File: config.mk
export PLATFORM = sky130hd
export DESIGN_NAME = nrzi_stuff_link
export DESIGN_NICKNAME = d
export VERILOG_FILES = /design/src/rtl/nrzi_pkg.sv /design/src/rtl/nrzi_stuff_tx.sv /design/src/rtl/nrzi_destuff_rx.sv /design/src/rtl/nrzi_stuff_link.sv
export SDC_FILE = /design/constraint.sdc
export NUM_CORES = 1
export LEC_CHECK = 0
export ABC_AREA = 1
export ABC_CLOCK_PERIOD_IN_PS = 1100
export CORE_MARGIN = 2
export CORE_UTILIZATION = 30
export DETAILED_ROUTE_END_ITERATION = 16
export SLEW_MARGIN = 20
export SYNTH_ARGS = -nofsm -noshare
export SYNTH_HDL_FRONTEND = slang
export SYNTH_SLANG_ARGS = --single-unit
File: constraint.sdc
create_clock -name clk -period 1.1 [get_ports clk]
set_input_delay 0.22 -clock clk [delete_from_list [all_inputs] [get_ports clk]]
set_output_delay 0.22 -clock clk [all_outputs]
set_load 0.01 [all_outputs]
File: src/rtl/nrzi_pkg.sv
package nrzi_pkg;

  // What the encoder puts on the line in a given bit time.
  typedef enum logic [1:0] {
    ACT_IDLE  = 2'd0,
    ACT_DATA  = 2'd1,
    ACT_STUFF = 2'd2
  } tx_act_e;

  // Reset level of the line for both halves.
  localparam logic LINE_IDLE_LEVEL = 1'b1;

endpackage

File: src/rtl/nrzi_stuff_tx.sv
module nrzi_stuff_tx
  import nrzi_pkg::*;
#(
  parameter int RUN_LEN = 6
) (
  input  logic clk,
  input  logic rst,
  input  logic in_valid,
  input  logic in_bit,
  output logic in_ready,
  output logic line_out,
  output logic line_vld
);

  localparam int CW = $clog2(RUN_LEN + 1);
  localparam logic [CW-1:0] RUN_MAX = CW'(RUN_LEN);

  logic [CW-1:0] run_q;
  logic          level_q;
  logic          vld_q;
  logic          stuff_due;
  tx_act_e       act;

  assign stuff_due = (run_q == RUN_MAX);
  assign in_ready  = !stuff_due;

  always_comb begin
    if (stuff_due)     act = ACT_STUFF;
    else if (in_valid) act = ACT_DATA;
    else               act = ACT_IDLE;
  end

  always_ff @(posedge clk) begin
    if (rst) begin
      run_q   <= '0;
      level_q <= LINE_IDLE_LEVEL;
      vld_q   <= 1'b0;
    end else begin
      unique case (act)
        ACT_STUFF: begin
          level_q <= ~level_q;
          run_q   <= '0;
          vld_q   <= 1'b1;
        end
        ACT_DATA: begin
          vld_q <= 1'b1;
          if (in_bit) begin
            run_q <= run_q + 1'b1;
          end else begin
            level_q <= ~level_q;
            run_q   <= '0;
          end
        end
        default: vld_q <= 1'b0;
      endcase
    end
  end

  assign line_out = level_q;
  assign line_vld = vld_q;

endmodule

File: src/rtl/nrzi_destuff_rx.sv
module nrzi_destuff_rx
  import nrzi_pkg::*;
#(
  parameter int RUN_LEN = 6
) (
  input  logic clk,
  input  logic rst,
  input  logic line_in,
  input  logic line_in_vld,
  output logic out_valid,
  output logic out_bit,
  output logic stuff_err
);

  localparam int CW = $clog2(RUN_LEN + 1);
  localparam logic [CW-1:0] RUN_MAX = CW'(RUN_LEN);

  logic [CW-1:0] run_q;
  logic          prev_q;
  logic          valid_q;
  logic          bit_q;
  logic          err_q;
  logic          hold_is_one;
  logic          drop_slot;

  assign hold_is_one = (line_in == prev_q);
  assign drop_slot   = (run_q == RUN_MAX);

  always_ff @(posedge clk) begin
    if (rst) begin
      run_q   <= '0;
      prev_q  <= LINE_IDLE_LEVEL;
      valid_q <= 1'b0;
      bit_q   <= 1'b0;
      err_q   <= 1'b0;
    end else begin
      valid_q <= 1'b0;
      err_q   <= 1'b0;
      if (line_in_vld) begin
        prev_q <= line_in;
        if (drop_slot) begin
          run_q <= '0;
          err_q <= hold_is_one;
        end else begin
          valid_q <= 1'b1;
          bit_q   <= hold_is_one;
          run_q   <= hold_is_one ? run_q + 1'b1 : '0;
        end
      end
    end
  end

  assign out_valid = valid_q;
  assign out_bit   = bit_q;
  assign stuff_err = err_q;

endmodule

File: src/rtl/nrzi_stuff_link.sv
module nrzi_stuff_link #(
  parameter int RUN_LEN = 6
) (
  input  logic clk,
  input  logic rst,
  input  logic in_valid,
  input  logic in_bit,
  output logic in_ready,
  output logic line_out,
  output logic line_vld,
  input  logic line_in,
  input  logic line_in_vld,
  output logic out_valid,
  output logic out_bit,
  output logic stuff_err
);

  nrzi_stuff_tx #(.RUN_LEN(RUN_LEN)) u_tx (
    .clk      (clk),
    .rst      (rst),
    .in_valid (in_valid),
    .in_bit   (in_bit),
    .in_ready (in_ready),
    .line_out (line_out),
    .line_vld (line_vld)
  );

  nrzi_destuff_rx #(.RUN_LEN(RUN_LEN)) u_rx (
    .clk         (clk),
    .rst         (rst),
    .line_in     (line_in),
    .line_in_vld (line_in_vld),
    .out_valid   (out_valid),
    .out_bit     (out_bit),
    .stuff_err   (stuff_err)
  );

endmodule

==> out/results.tsv <==
metric	value	unit
cts.clk_slew.worst_paths	80	ps
syn_nets	82	
viasPerCell	4.38	
synthTopCellsByArea	dfxtp_1, nand2_1, ha_1	
fin_ws	-88.2	ps
synth.avg_cell_area	7.72	um2
grt_start_max_net_pins	8	
total_power	0.978	mW
overflow	0	
cp-start-kind	flop	
tightest_slew	246	ps
final_core_util	51.3	%
yosysUniqueCellTypes	16	
min_period	1190	ps
vdd_ir_drop_max	0.694	mV
drc_errors	0	
seq_area_frac_synth	43.2	%
grt_antenna_before_repair	0	
die_w	47.0	um
rsz0062_at_grt	yes	
routedWlPerCell	9.70	um
timing.slew.headroom	83.5	%
boundaryPins	12	
final_cell_mix	inv_1, nand2_1, dfxtp_1	
design_area	886	um2
clock_tree.buffer_depth	2	
layout-drive-gt1-share	47.4	%
crit_fanout	2	
antenna_cells	0	
endpoint_kind	primary output	
postPlaceCellArea	752	um2
max_freq	842	MHz
clock_sinks	12	
final_antenna_net_count	0	
start_util	32.2	%
final_max_slew_viol_count	0	
clockRootBuffer	clkbuf_4	
synth_top_area_share	43.2	%
period_share	108	%
outcome	complete, but fails checks	
area_growth	59.5	%
crit_type	flop to primary output	
port-buffer-count	11	
grt_pass1_vias	505	
core_area	1730	um2
yosysWarnings	0	
ys_ff_latch	12	
drtIter0Drc	3	
violations	negative setup slack	
die_y	47.0	um
clk_latency	280	ps
gp_congestion	0.769	
hpwl	826	um
cts_tree	built	
cap_viol_max_count	0	
finalSetupViolCount	5	
vias	526	
grt_pass1_wl	1970	um
grt_usage	13.0	%
drt_wl_total	1160	um
p_leak	0.418	nW
fin_hold_ws	478	ps
htreeDepth	1	
skew	0.534	ps
netlist_area	556	um2
die_area	2210	um2
worstPathArrival	970	ps
yosysTopAreaCell	dfxtp_1	
fin_nets	106	
hp-class	flop to flop	
hold_viol	0	
cts_inserted_buffers	3	
p_per_area	1100	nW/um2
syn_inst	72	
dr.pass1.iters	2	
placementRows	15	
critPathRequiredTime	880	ps
==> report_power, final <==
group	switching, mW	internal, mW	total [mW]
registers	0.0113	0.455	0.466
clock network	0.158	0.202	0.360
logic	0.0807	0.0711	0.152
total	0.250	0.727	0.978
==> kinds of logic after synthesis <==
family / after synthesis / share of synthesized area (%)
simple gates: 26 / 19.8
buf+inv: 15 / 10.4
compound gates: 14 / 16.0
flops: 12 / 43.2
fa+ha+maj: 4 / 9.01
xor+xnor: 1 / 1.58
==> worst max-delay path, stage by stage (launching register included) <==
cell,delay [ps]
dfxtp_2,340
inv_2,50
ha_4,150
nand2_4,60
buf_6,90
==> state kept, by name, summed over array words and instances, names as in the netlist <==
| signal | count |
|---|---|
| u_rx.prev_q | 1 |
| u_tx.line_vld | 1 |
| u_rx.out_valid | 1 |
| u_rx.run_q | 3 |
| u_tx.line_out | 1 |
| u_rx.out_bit | 1 |
| u_rx.stuff_err | 1 |
| u_tx.run_q | 3 |
==> what timing repair did <==
action	CTS	global route
pin swaps	8	14
hold buffers	0	0
gates resized for setup	22	24
buffers inserted	0	1
endpoints found under the setup margin	15	12
==> path summary, 6_finish.rpt <==
check / startpoint / end / slack [ps] / cells after the start
setup / recovery: u_tx.run_q[0] / in_ready / -90 / 4
hold / removal: u_rx.out_bit / u_rx.out_bit / 480 / 2
setup reg to reg: u_tx.run_q[0] / u_tx.line_out / -30 / 8
hold reg to reg: u_rx.out_bit / u_rx.out_bit / 480 / 2
==> final cells by class <==
class | instances | area [um2]
Tap cell | 25 | 31.3
Clock buffer | 4 | 36.3
Multi-Input combinational cell | 45 | 349
Fill cell | 181 | 841
Inverter | 14 | 55.1
Timing Repair Buffer | 20 | 170
Sequential cell | 12 | 244
==> cells in the mapped netlist <==
cell	number
a21oi_1	6
nor2_2	2
o21ai_0	5
ha_1	4
inv_1	12
inv_2	2
dfxtp_1	12
buf_2	1
a21oi_4	1
nand2_1	15
a21oi_2	2
nand3_1	3
nor3_1	1
xor2_1	1
nand2_2	1
nor2_1	4
==> metrics by stage <==
stage | cells | worst slack (ps) | TNS [ps]
after global routing | 120 | -141 | -637
after floorplan | 72 | 3.57 | 0
final | 120 | -88.2 | -151
after CTS | 119 | -122 | -143
after detailed placement | 115 | -274 | -1570
after global placement | 115 | -272 | -1490
==> routing by layer <==
| metal | part of all wire [%] | global-route usage, % |
|---|---|---|
| met5 | 0 | 0 |
| met4 | 1.4 | 5.00 |
| met3 | 6.4 | 7.31 |
| met2 | 53 | 22.5 |
| met1 | 39 | 13.1 |
(Power assumes the default switching activity.)
